**src/rtl/ddr_init_pkg.sv**
```systemverilog
package ddr_init_pkg;

  typedef enum logic [3:0] {
    ST_STAB, ST_CKE, ST_PRE1, ST_EMR, ST_MR_RST,
    ST_PRE2, ST_REF1, ST_REF2, ST_MR_RUN, ST_DONE
  } step_e;

  typedef enum logic [2:0] {
    OP_NOP, OP_PRE_ALL, OP_LMR_EXT, OP_LMR_DLL, OP_REF, OP_LMR_RUN
  } op_e;

  // {cs_n, ras_n, cas_n, we_n}
  localparam logic [3:0] PINS_NOP = 4'b0111;
  localparam logic [3:0] PINS_PRE = 4'b0010;
  localparam logic [3:0] PINS_REF = 4'b0001;
  localparam logic [3:0] PINS_LMR = 4'b0000;

  function automatic op_e step_op(step_e s);
    case (s)
      ST_PRE1, ST_PRE2: return OP_PRE_ALL;
      ST_EMR:           return OP_LMR_EXT;
      ST_MR_RST:        return OP_LMR_DLL;
      ST_REF1, ST_REF2: return OP_REF;
      ST_MR_RUN:        return OP_LMR_RUN;
      default:          return OP_NOP;
    endcase
  endfunction

  function automatic int unsigned max2(int unsigned a, int unsigned b);
    return (a > b) ? a : b;
  endfunction

endpackage

```
**src/rtl/ddr_init_timer.sv**
```systemverilog
module ddr_init_timer #(
  parameter int unsigned CNT_W = 16,
  parameter int unsigned INIT  = 0
) (
  input  logic             clk_i,
  input  logic             rst_ni,
  input  logic             load_i,
  input  logic [CNT_W-1:0] val_i,
  output logic             done_o
);

  logic [CNT_W-1:0] remain_q;

  always_ff @(posedge clk_i or negedge rst_ni) begin
    if (!rst_ni)              remain_q <= CNT_W'(INIT);
    else if (load_i)          remain_q <= val_i;
    else if (remain_q != '0)  remain_q <= remain_q - 1'b1;
  end

  assign done_o = (remain_q == '0);


  load_take_chk: assert property (@(posedge clk_i) disable iff (!rst_ni)
    load_i |=> (remain_q == $past(val_i)));

endmodule

```
**src/rtl/ddr_init_seq.sv**
```systemverilog
module ddr_init_seq
  import ddr_init_pkg::*;
#(
  parameter int unsigned STAB_CYC = 20000,
  parameter int unsigned T_RP     = 3,
  parameter int unsigned T_RFC    = 10,
  parameter int unsigned T_MRD    = 2,
  parameter int unsigned DLL_LOCK = 200,
  parameter int unsigned CNT_W    = 16
) (
  input  logic             clk_i,
  input  logic             rst_ni,
  input  logic             tmr_done_i,
  output logic             tmr_load_o,
  output logic [CNT_W-1:0] tmr_val_o,
  output op_e              op_o,
  output logic             cke_o,
  output logic             ready_o
);

  localparam int unsigned LOCK_W = max2(T_MRD, DLL_LOCK);

  step_e step_q, step_nxt;
  op_e   op_q;
  logic  cke_q, rdy_q, adv;

  // distance from a step's command to the next command, minus one
  function automatic logic [CNT_W-1:0] gap_of(step_e s);
    int unsigned w;
    case (s)
      ST_STAB:           w = STAB_CYC;
      ST_PRE1, ST_PRE2:  w = T_RP;
      ST_EMR, ST_MR_RUN: w = T_MRD;
      ST_MR_RST:         w = LOCK_W;
      ST_REF1, ST_REF2:  w = T_RFC;
      default:           w = 1;
    endcase
    return CNT_W'(w - 1);
  endfunction

  always_comb begin
    adv        = tmr_done_i && (step_q != ST_DONE);
    step_nxt   = step_e'(4'(step_q) + 4'd1);
    tmr_load_o = adv;
    tmr_val_o  = gap_of(step_nxt);
  end

  always_ff @(posedge clk_i or negedge rst_ni) begin
    if (!rst_ni) begin
      step_q <= ST_STAB;
      op_q   <= OP_NOP;
      cke_q  <= 1'b0;
      rdy_q  <= 1'b0;
    end else if (adv) begin
      step_q <= step_nxt;
      op_q   <= step_op(step_nxt);
      cke_q  <= 1'b1;
      rdy_q  <= (step_nxt == ST_DONE);
    end else begin
      op_q   <= OP_NOP;
    end
  end

  assign op_o    = op_q;
  assign cke_o   = cke_q;
  assign ready_o = rdy_q;


  step_hold_chk: assert property (@(posedge clk_i) disable iff (!rst_ni)
    !tmr_done_i |=> $stable(step_q));


  cmd_on_expiry_chk: assert property (@(posedge clk_i) disable iff (!rst_ni)
    (op_q != OP_NOP) |-> $past(tmr_done_i));

endmodule

```
**src/rtl/ddr_init_cmd_enc.sv**
```systemverilog
module ddr_init_cmd_enc
  import ddr_init_pkg::*;
#(
  parameter int unsigned ADDR_W  = 12,
  parameter int unsigned BA_W    = 2,
  parameter logic [2:0]  BL_CODE = 3'b010,
  parameter logic        BT_SEL  = 1'b0,
  parameter logic [2:0]  CL_CODE = 3'b010
) (
  input  op_e              op_i,
  output logic [3:0]       pins_o,
  output logic [BA_W-1:0]  ba_o,
  output logic [ADDR_W-1:0] addr_o
);

  logic [ADDR_W-1:0] mode_w;

  always_comb begin
    mode_w      = '0;
    mode_w[2:0] = BL_CODE;
    mode_w[3]   = BT_SEL;
    mode_w[6:4] = CL_CODE;

    pins_o = PINS_NOP;
    ba_o   = '0;
    addr_o = '0;
    case (op_i)
      OP_PRE_ALL: begin
        pins_o     = PINS_PRE;
        addr_o[10] = 1'b1;
      end
      OP_LMR_EXT: begin
        pins_o = PINS_LMR;
        ba_o   = BA_W'(1);
      end
      OP_LMR_DLL: begin
        pins_o    = PINS_LMR;
        addr_o    = mode_w;
        addr_o[8] = 1'b1;
      end
      OP_REF:     pins_o = PINS_REF;
      OP_LMR_RUN: begin
        pins_o = PINS_LMR;
        addr_o = mode_w;
      end
      default: ;
    endcase
  end

endmodule

```
**src/rtl/ddr_init_seq_top.sv**
```systemverilog
module ddr_init_seq_top
  import ddr_init_pkg::*;
#(
  parameter int unsigned CLK_MHZ  = 100,
  parameter int unsigned STAB_US  = 200,
  parameter int unsigned T_RP     = 3,
  parameter int unsigned T_RFC    = 10,
  parameter int unsigned T_MRD    = 2,
  parameter int unsigned DLL_LOCK = 200,
  parameter int unsigned ADDR_W   = 12,
  parameter int unsigned BA_W     = 2,
  parameter logic [2:0]  BL_CODE  = 3'b010,
  parameter logic        BT_SEL   = 1'b0,
  parameter logic [2:0]  CL_CODE  = 3'b010
) (
  input  logic              clk_i,
  input  logic              rst_ni,
  output logic              cke_o,
  output logic              cs_no,
  output logic              ras_no,
  output logic              cas_no,
  output logic              we_no,
  output logic [BA_W-1:0]   ba_o,
  output logic [ADDR_W-1:0] addr_o,
  output logic              ready_o
);

  localparam int unsigned STAB_CYC = STAB_US * CLK_MHZ;
  localparam int unsigned MAX_GAP  =
    max2(STAB_CYC, max2(DLL_LOCK, max2(T_RFC, max2(T_RP, T_MRD))));
  localparam int unsigned CNT_W    = $clog2(MAX_GAP + 1);

  logic             tmr_done, tmr_load;
  logic [CNT_W-1:0] tmr_val;
  op_e              op;
  logic [3:0]       pins;

  ddr_init_timer #(.CNT_W(CNT_W), .INIT(STAB_CYC - 1)) u_timer (
    .clk_i  (clk_i),
    .rst_ni (rst_ni),
    .load_i (tmr_load),
    .val_i  (tmr_val),
    .done_o (tmr_done)
  );

  ddr_init_seq #(
    .STAB_CYC (STAB_CYC), .T_RP(T_RP), .T_RFC(T_RFC), .T_MRD(T_MRD),
    .DLL_LOCK (DLL_LOCK), .CNT_W(CNT_W)
  ) u_seq (
    .clk_i      (clk_i),
    .rst_ni     (rst_ni),
    .tmr_done_i (tmr_done),
    .tmr_load_o (tmr_load),
    .tmr_val_o  (tmr_val),
    .op_o       (op),
    .cke_o      (cke_o),
    .ready_o    (ready_o)
  );

  ddr_init_cmd_enc #(
    .ADDR_W(ADDR_W), .BA_W(BA_W), .BL_CODE(BL_CODE), .BT_SEL(BT_SEL), .CL_CODE(CL_CODE)
  ) u_enc (
    .op_i   (op),
    .pins_o (pins),
    .ba_o   (ba_o),
    .addr_o (addr_o)
  );

  assign {cs_no, ras_no, cas_no, we_no} = pins;


  stab_quiet_chk: assert property (@(posedge clk_i) disable iff (!rst_ni)
    !cke_o |-> (pins == PINS_NOP && !ready_o));


  cke_hold_chk: assert property (@(posedge clk_i) disable iff (!rst_ni)
    cke_o |=> cke_o);


  ready_hold_chk: assert property (@(posedge clk_i) disable iff (!rst_ni)
    ready_o |=> (ready_o && cke_o && pins == PINS_NOP));


  pre_all_chk: assert property (@(posedge clk_i) disable iff (!rst_ni)
    (pins == PINS_PRE) |-> addr_o[10]);


  lmr_sel_chk: assert property (@(posedge clk_i) disable iff (!rst_ni)
    (pins == PINS_LMR) |-> (ba_o[BA_W-1:1] == '0));

endmodule

```
**config.mk**
```make
export PLATFORM = sky130hd
export DESIGN_NAME = ddr_init_seq_top
export DESIGN_NICKNAME = d
export VERILOG_FILES = /design/src/rtl/ddr_init_pkg.sv /design/src/rtl/ddr_init_timer.sv /design/src/rtl/ddr_init_seq.sv /design/src/rtl/ddr_init_cmd_enc.sv /design/src/rtl/ddr_init_seq_top.sv
export SDC_FILE = /design/constraint.sdc
export NUM_CORES = 1
export LEC_CHECK = 0
export CELL_PAD_IN_SITES_DETAIL_PLACEMENT = 2
export CELL_PAD_IN_SITES_GLOBAL_PLACEMENT = 2
export CORE_UTILIZATION = 34
export CTS_CLUSTER_DIAMETER = 30
export DETAILED_ROUTE_END_ITERATION = 8
export PLACE_DENSITY_LB_ADDON = 0.15
export SYNTH_ARGS = -nofsm -noshare
export SYNTH_HDL_FRONTEND = slang
export SYNTH_SLANG_ARGS = --single-unit
export TNS_END_PERCENT = 100
```
**constraint.sdc**
```tcl
create_clock -name clk_i -period 3.7 [get_ports clk_i]
set_input_delay 0.74 -clock clk_i [delete_from_list [all_inputs] [get_ports clk_i]]
set_output_delay 0.74 -clock clk_i [all_outputs]
set_load 0.005 [all_outputs]
```
* After elaboration in Yosys (flattened, before gate mapping)
Memories as Yosys holds them, arrays and structs flattened.
Cells that the tools add are included.
** Storage, ports and cells
- Output and inout port bits :: 20
- Bits in read-only memories :: 160
- Input bits :: 2
- Memories kept :: 1
- Bits in registers :: 24
- Logic and storage cells :: 38
** Operators by class
- $add $sub $neg :: 3
- Equality and inequality tests :: 14
- Mux-type cells :: 8
- Reductions and logical operators :: 7
** Memory list
- (no name shown) :: words 16, width 10, read ports 1, clocked after Yosys merged registers in 0, write ports 0, RTL line ddr_init_seq.sv:30 : case (s)
** Operators with widths (number)
- $mux W15 :: 2
- $sub A15 B1 Y15 const B :: 2
- $pmux W9 S2 :: 1
- $eq A4 B3 Y1 const B :: 4
- $logic_not A15 Y1 :: 1
- $pmux W3 S5 :: 1
- $reduce_bool A15 Y1 :: 1
- $pmux W3 S3 :: 1
- $eq A4 B2 Y1 const B :: 2
- $eq A4 B4 Y1 const B :: 2
- $eq A3 B2 Y1 const B :: 2
- $eq A3 B3 Y1 const B :: 2
- $add A4 B1 Y4 const B :: 1
- $ne A4 B4 Y1 const B :: 1
- $reduce_or A2 Y1 :: 2
- $eq A3 B1 Y1 const B :: 1
- $mux W3 :: 1
- $reduce_or A3 Y1 :: 1
- $mux W1 :: 2
- $reduce_bool A2 Y1 :: 1
- $logic_and A1 B1 Y1 :: 1

* Logic depth before layout (Yosys ltp)
Gate-level depths: netlist of the first run.
- Word-level depth :: 5
- Mapped depth :: 15
- Gate-level depth less buffers :: 14

* By module
Synthesis of the first run repeated with hierarchy kept, for this count alone.
** Second synthesis, totals
- Cells, all modules :: 186
- Area total of the unflattened synthesis :: 1744.2 um2
** Modules (own cells, without submodules)
- ddr_init_timer :: area an instance 840.8 um2, times used 1, cells each 79, seq. area each 386.6 um2
- ddr_init_seq :: area an instance 748.2 um2, times used 1, cells each 85, seq. area each 225.2 um2
- ddr_init_cmd_enc :: area an instance 155.1 um2, times used 1, cells each 22, seq. area each 0.0 um2

* Least setup slack after synthesis of the first run
Ideal clock, no wire load.
- Path kind :: flip-flop to flip-flop
- Start point :: register u_timer.remain_q[10]
- End point :: register u_timer.remain_q[12]
- Setup slack :: 450 ps
- Setup time :: 80 ps
- Required time :: 3620 ps
- Stages on the path, launching flop included :: 14
- Data arrival time :: 3170 ps
- Buffers on the path :: 1
- Clock period less this slack :: 3250 ps
- Cell sequence :: dfstp_2 -> or4_4 -> or4_4 -> buf_6 -> nor3_1 -> a21o_1 -> inv_1 -> ha_1 -> nand2b_1 -> or4_1 -> o21bai_1 -> o31ai_1 -> nand4_1 -> xnor2_1
** On the way
- Word-level cells in the longest chain between the ends :: 3
- Elaborated cells on any way between the ends :: 7
- Classes of those cells :: add/sub (1); mux (2); reduce/logical (4)
** Ends and longest elaborated chain
- start, declared :: RTL line ddr_init_timer.sv:12 : logic [CNT_W-1:0] remain_q;
- start signal, assigned :: RTL line ddr_init_timer.sv:15 : if (!rst_ni) remain_q <= CNT_W'(INIT);
- start signal, assigned :: RTL line ddr_init_timer.sv:16 : else if (load_i) remain_q <= val_i;
- start signal, assigned :: RTL line ddr_init_timer.sv:17 : else if (remain_q != '0) remain_q <= remain_q - 1'b1;
- $sub A15 B1 Y15 or $logic_not A15 Y1 (tied branches) :: RTL line ddr_init_timer.sv:17, ddr_init_timer.sv:20
- $mux W15 or $logic_and A1 B1 Y1 (tied branches) :: RTL line ddr_init_timer.sv:17, ddr_init_seq.sv:42
- $mux W15 or $reduce_bool A2 Y1 (tied branches)
Parallel ways exist; a longest one is shown, timed or not. The select of a mux whose other input is x is not followed.
A chain may end at the register's enable or synchronous reset.

* Final worst setup path of the first run
- Start point :: register u_timer.remain_q[8]
- End point :: register u_timer.remain_q[8]
The elaborated chain is that of the path after synthesis.

==> results.toml, run 1 <==
[finish]
layout-drive-gt1-share_pct = 16.49
synthToLayoutAreaGrowth_pct = 11.93
n_antenna_cell = 0
fillers = 529
finalNetCount = 205

[drt]
drt.antenna.violating_nets = 0
vias = 1419
wire_per_inst_um = 18.08
totalWireLength_mm = 4.719
drcViolationCount = 0
via_per_inst = 5.437
first_pass_iters = 4
drtIter0Drc = 43

[clocking]
ctsHoldBuffers = 0
cts.clk_slew.worst_paths_ps = 100
h-tree-depth = 1
clk_latency_ps = 280
cts_num_sinks = 24
clock_path_buffers = 2
numCtsBuffers = 3
cts-root-buf = "clkbuf_8"
cts_tree = "yes"

[logic_synthesis]
ys_seq_area_share_pct = 36.01
syn_area_um2 = 1699
synth_top_area_share_pct = 22.09
ys_top_cells_by_count = "16 x nor2_1, 15 x dfrtp_1, 14 x buf_4, 12 x nor3_1, 10 x o21ai_0"
async_reset_ff_share_pct = 100.0
synthTopCellsByArea = "dfrtp_1 22%, dfstp_2 14%, buf_4 6.2%, ha_1 5.9%, xnor2_1 4.6%"
synth.most_common_cell = "nor2_1"
yosysUniqueCellTypes = 47
synthFlopType = "dfrtp_1"
avgSynthCellArea_um2 = 9.285
synth_edf_count = 0
synth-warning-count = 0
synth_top_cell_by_area = "dfrtp_1"
ys_ff_latch = 24
netlist_instances = 183

[timing]
skew_ps = 4.942
tightest_slew_ps = 956.3
period_share_pct = 92.49
timing.hold.ws_ps = 475.3
slew_violations = 0
hold_viol = 0
setup_viol = 0
fin_crit_ps = 3422
fin_tns_setup_ps = 0
rsz0062_at_grt = "no"
slew_headroom_pct = 36.04
max_freq_ghz = 0.2922

[power_and_ir_drop]
switching_share_pct = 20.09
internal-power_uw = 409.2
power_density_nw_per_um2 = 269.2
ir_drop_mv = 0.1814
clockPowerShare_pct = 46.9
power_leakage_uw = 0.0007569
seq_power_share_pct = 51.3
combinationalPowerShare_pct = 1.8
switchingPower_uw = 102.9

[worst_setup_path]
worstPathRequired_ps = 3900
start_kind = "flop"
crit_buf_inv = 0
arrival_ps = 3630
crit_start = "u_timer.remain_q[8]"
max_stage_delay_ps = 600
crit_fanout = 11
critPathCaptureType = "flop"
crit_slowest_cell = "or4_4"
path_cells = "or4_4 > or4_4 > or3_4 > nor2_1 > nor2_1 > ha_1 > nand2b_1 > or4_1 > o21bai_1 > o31ai_2 > nand2b_1 > xnor2_1"
path_class = "flop to flop"
critPathTopFamily = "simple AND/OR/NAND/NOR gates"
rr_startpoint = "u_timer.remain_q[8]"

[place]
routabilityCongestion = 0.8434
placement.io_buffers = 11
dpl.hpwl_mm = 3.617

[outcome]
outcome = "complete, no violations"

[floorplan]
dieWidth_um = 72.69
ios = 22
dieArea_um2 = 5284
fp-row-count = 25
start_util_pct = 35.74
core_um2 = 4755
die_h_um = 72.69

[global_routing]
gr-total-overflow = 0
grt_pass1_vias = 1548
grt_max_degree = 21
grt_pass1_wl_mm = 8.031
antenna_found_initial = 0
grt_use_total_pct = 20.02

[min_path]
hp-start = "u_seq.cke_o"
min_path_type = "flop to flop"

[job]
drv_cap = 0
-- power by group through the flow --
stage	Sequential [µW]	Clock [µW]	Combinational [µW]
CTS	263	245	9.69
global placement	267	0	9.28
finish	263	240	9.44
detailed placement	267	0	9.70
floorplan	267	0	9.87
global route	263	255	11.2
-- logic make-up after synthesis --
group / Yosys count / share of synthesized area (%)
fa+ha+maj: 8 / 5.891
compound gates: 37 / 15.54
xor+xnor: 11 / 5.671
flops: 24 / 36.01
simple gates: 73 / 24.74
buf+inv: 26 / 10.16
other cells: 1 / 0.2207
mux: 3 / 1.767
-- final cells by class --
type                    instances  area, µm²  area share [%]
well taps                      67      83.83           4.408
repair buffers                 16      147.6           7.763
flip-flops and latches         24      611.8           32.17
clock inverters                 1      30.03           1.579
inverters                       8      30.03           1.579
clock buffers                   3      41.29           2.171
multi-input cells             142      957.2           50.33
-- cell usage in the layout, fill, tap and decap left out, types with 3 or more instances in the layout --
cell             count
conb_1              10
nand2_1              8
xnor2_1              9
a211oi_1             3
clkdlybuf4s50_1     11
nor4_1               5
dfstp_2              9
nor3b_1              3
inv_1                8
dfrtp_1             15
nand2b_1             3
o21a_1               3
or3_1                3
ha_1                 7
o21ai_0             10
nand3_1              3
mux2i_1              3
a21oi_1              6
clkbuf_8             3
nor3_1              12
nor2_1              16
buf_4                5
-- registers in the layout, indices dropped and copies added, names as in the netlist --
register,count
u_seq.step_q,4
u_seq.cke_o,1
u_timer.remain_q,15
u_seq.op_o,3
u_seq.ready_o,1
-- path summary, 6_finish.rpt --
path                                        endpoint  cells after the start  slack, ps
worst max-delay path             u_timer.remain_q[8]                     12        280
worst min-delay path                     u_seq.cke_o                      1        480
worst max register to register   u_timer.remain_q[8]                     12        280
worst min register to register           u_seq.cke_o                      1        480
max in group asynchronous        u_timer.remain_q[0]                      2       1990
min in group asynchronous       u_timer.remain_q[13]                      1        990
-- timing repair --
item / 4_1_cts / 5_1_grt
resized for setup: 0 / 3
setup endpoints to repair: 0 / 3
setup buffers: 0 / 0
-- metrics by stage --
step           cells  utilization (%)  worst slack (ps)  total power (µW)  instance area, µm²
5_1_grt          261            40.00             78.67             528.7                1902
3_3_place_gp     257            38.32             244.4             276.7                1822
2_1_floorplan    192                -             449.6             277.3                1733
3_5_place_dp     257            38.32             199.3             277.1                1822
4_1_cts          261            39.82             146.6             517.0                1893
6_report         261            40.00             277.8             512.0                1902
-- metal layers --
layer,up-vias,track usage [%],part of all wire [%]
met4,0,7.843,2.4
met3,11,2.486,2.2
met1,718,24.72,46
li1,661,-,-
met5,-,0,0
met2,29,35.41,49
Power figures use the tool's default switching activity.
==> inputs of run 2 (changes only) <==
--- a/config.mk
+++ b/config.mk
@@ -13,5 +13,6 @@
 export PLACE_DENSITY_LB_ADDON = 0.15
 export SYNTH_ARGS = -nofsm -noshare
 export SYNTH_HDL_FRONTEND = slang
+export SYNTH_HIERARCHICAL = 1
 export SYNTH_SLANG_ARGS = --single-unit
 export TNS_END_PERCENT = 100
==> constraint.sdc (replaced) <==
create_clock -name clk_i -period 3.7 [get_ports clk_i]
set_input_delay 0.74 -clock clk_i [delete_from_list [all_inputs] [get_ports clk_i]]
set_output_delay 0.74 -clock clk_i [all_outputs]
set_load 0.02 [all_outputs]
==> results.toml, run 2 <==
[place]
pre_cts_ws_ps = 928.4
dp.cells = 256
routabilityCongestion = 0.7860
dpl.hpwl_mm = 3.395
placement.io_buffers = 11

[power_and_ir_drop]
ir_drop_mv = 0.1454
power_leakage_uw = 0.0008619
power_density_nw_per_um2 = 267.9

[worst_setup_path]
critPathCaptureType = "flop"
crit_buf_inv = 0
crit_fanout = 11
path_cells = "ha_1 > ha_1 > nor2_1 > a21oi_1 > nor2_1 > a21oi_1 > ha_1 > ha_1 > o21a_1 > a22o_1"
crit_slowest_cell = "ha_1"
path_class = "flop to flop"
cpMostUsedCell = "ha_1"
arrival_ps = 3040
start_kind = "flop"
max_stage_delay_ps = 560
worstPathRequired_ps = 3910
critPathTopFamily = "adder cells"

[drt]
totalWireLength_mm = 4.487
drt.antenna.violating_nets = 0
drtIter0Drc = 40
first_pass_iters = 4
drcViolationCount = 0
vias = 1363
via_per_inst = 5.242
wire_per_inst_um = 17.26

[floorplan]
dieWidth_um = 73.63
dieArea_um2 = 5421
start_util_pct = 36.21
fp-row-count = 25
die_h_um = 73.63
ios = 22
core_um2 = 4817

[clocking]
clk_latency_ps = 270
cts.clk_slew.worst_paths_ps = 90
cts_resized = 0
numCtsBuffers = 3
post_cts.repair.setup_buffers = 0
cts-root-buf = "clkbuf_8"
ctsHoldBuffers = 0
h-tree-depth = 1
cts_tree = "yes"
clock_path_buffers = 2
cts_num_sinks = 24

[finish]
fillers = 552
largest_reg_flops = 15
instances_no_fill = 260
final_cell_mix = "15 x dfrtp_1, 13 x nand2_1, 11 x clkdlybuf4s50_1, 11 x inv_1, 11 x a22o_1"
final_common_cell = "dfrtp_1"
ff_latch_area_um2 = 611.8
layout-drive-gt1-share_pct = 14.51
n_antenna_cell = 0
finalNetCount = 206
multi_input_area_um2 = 989.7
synthToLayoutAreaGrowth_pct = 11.12
utilization_pct = 40.23
top_register = "u_timer/remain_q"

[logic_synthesis]
syn_area_um2 = 1744
synth_edf_count = 0
async_reset_ff_share_pct = 100.0
synthTopCellsByArea = "dfrtp_1 22%, dfstp_2 14%, ha_1 7.2%, buf_4 6.0%, a22o_1 5.5%"
synth.most_common_cell = "dfrtp_1"
synth_top_cell_by_area = "dfrtp_1"
synth-warning-count = 6
ys_top_cells_by_count = "15 x dfrtp_1, 14 x buf_4, 13 x nand2_1, 11 x a22o_1, 11 x inv_1"
yosysUniqueCellTypes = 47
avgSynthCellArea_um2 = 9.377
synth_top_area_share_pct = 21.52
ys_seq_area_share_pct = 35.08
synthFlopType = "dfrtp_1"
ys_ff_latch = 24
netlist_instances = 186

[global_routing]
grt_pass1_vias = 1429
gr-total-overflow = 0
grt_use_total_pct = 18.90
antenna_found_initial = 0
grt_max_degree = 16
grt_pass1_wl_mm = 7.583

[timing]
skew_ps = 2.424
max_freq_ghz = 0.3531
fin_tns_setup_ps = 0
layout_setup_ws_ps = 868.0
setup_viol = 0
period_share_pct = 76.54
hold_viol = 0
slew_violations = 0
tightest_slew_ps = 635.8
fin_crit_ps = 2832
rsz0062_at_grt = "no"
slew_headroom_pct = 57.58

[min_path]
min_path_type = "flop to flop"

[outcome]
outcome = "complete, no violations"

[job]
drv_cap = 0
-- run 2: cell count changes after synthesis, moves of 5 or more --
cell,delta
o21ai_1,+6
nand2_1,+5
nor3_1,-5
xor2_1,+6
a22o_1,+11
nor2_1,-6
-- run 2: cell families after synthesis --
| logic type | count (synthesis) | share of synthesized area [%] |
|---|---|---|
| adders and majority gates | 10 | 7.174 |
| muxes | 4 | 2.439 |
| DFF | 24 | 35.08 |
| xor gates and xnor gates | 15 | 8.394 |
| AOI/OAI and AO/OA | 45 | 18.29 |
| and+or+nand+nor | 55 | 18.29 |
| other | 1 | 0.2150 |
| buffers and inverters | 32 | 10.11 |
-- run 2: path summary, 6_finish.rpt --
kind	start	end	cells past startpoint	slack (ps)
max in group asynchronous	rst_ni	u_timer/remain_q[14]	2	2170
worst min-delay path	u_seq/cke_o	u_seq/cke_o	1	480
worst max-delay path	u_seq/step_q[0]	u_timer/remain_q[12]	10	870
min in group asynchronous	rst_ni	u_seq/step_q[0]	1	840
worst max register to register	u_seq/step_q[0]	u_timer/remain_q[12]	10	870
worst min register to register	u_seq/cke_o	u_seq/cke_o	1	480
-- run 2: metal layers --
| layer | GRT usage [%] | share of wire (%) |
|---|---|---|
| met5 | 0 | 0 |
| met4 | 5.983 | 1.2 |
| met3 | 2.332 | 1.4 |
| met2 | 32.31 | 50 |
| met1 | 24.74 | 47 |
-- run 2: final cells by class --
type,instances,share of cell area (%)
Clock buffer,3,2.130
Clock inverter,1,1.549
Inverter,11,2.130
Multi-Input combinational cell,139,51.07
Sequential cell,24,31.57
Tap cell,67,4.325
Timing Repair Buffer,15,7.230
-- run 2: through the flow --
step	area, µm²	hold WS (ps)	power (µW)
after floorplan	1778	444.4	284.3
after global placement	1867	447.6	283.5
after detailed placement	1867	466.0	284.0
after CTS	1938	487.8	524.2
after global routing	1938	521.9	535.9
final	1938	477.3	519.1
-- run 2: power breakdown --
part | leakage [µW] | switching, µW | internal (µW)
combinational | 0.000539 | 14.8 | 1.61
sequential | 0.000287 | 0 | 263
clock | 0.0000357 | 95.2 | 145
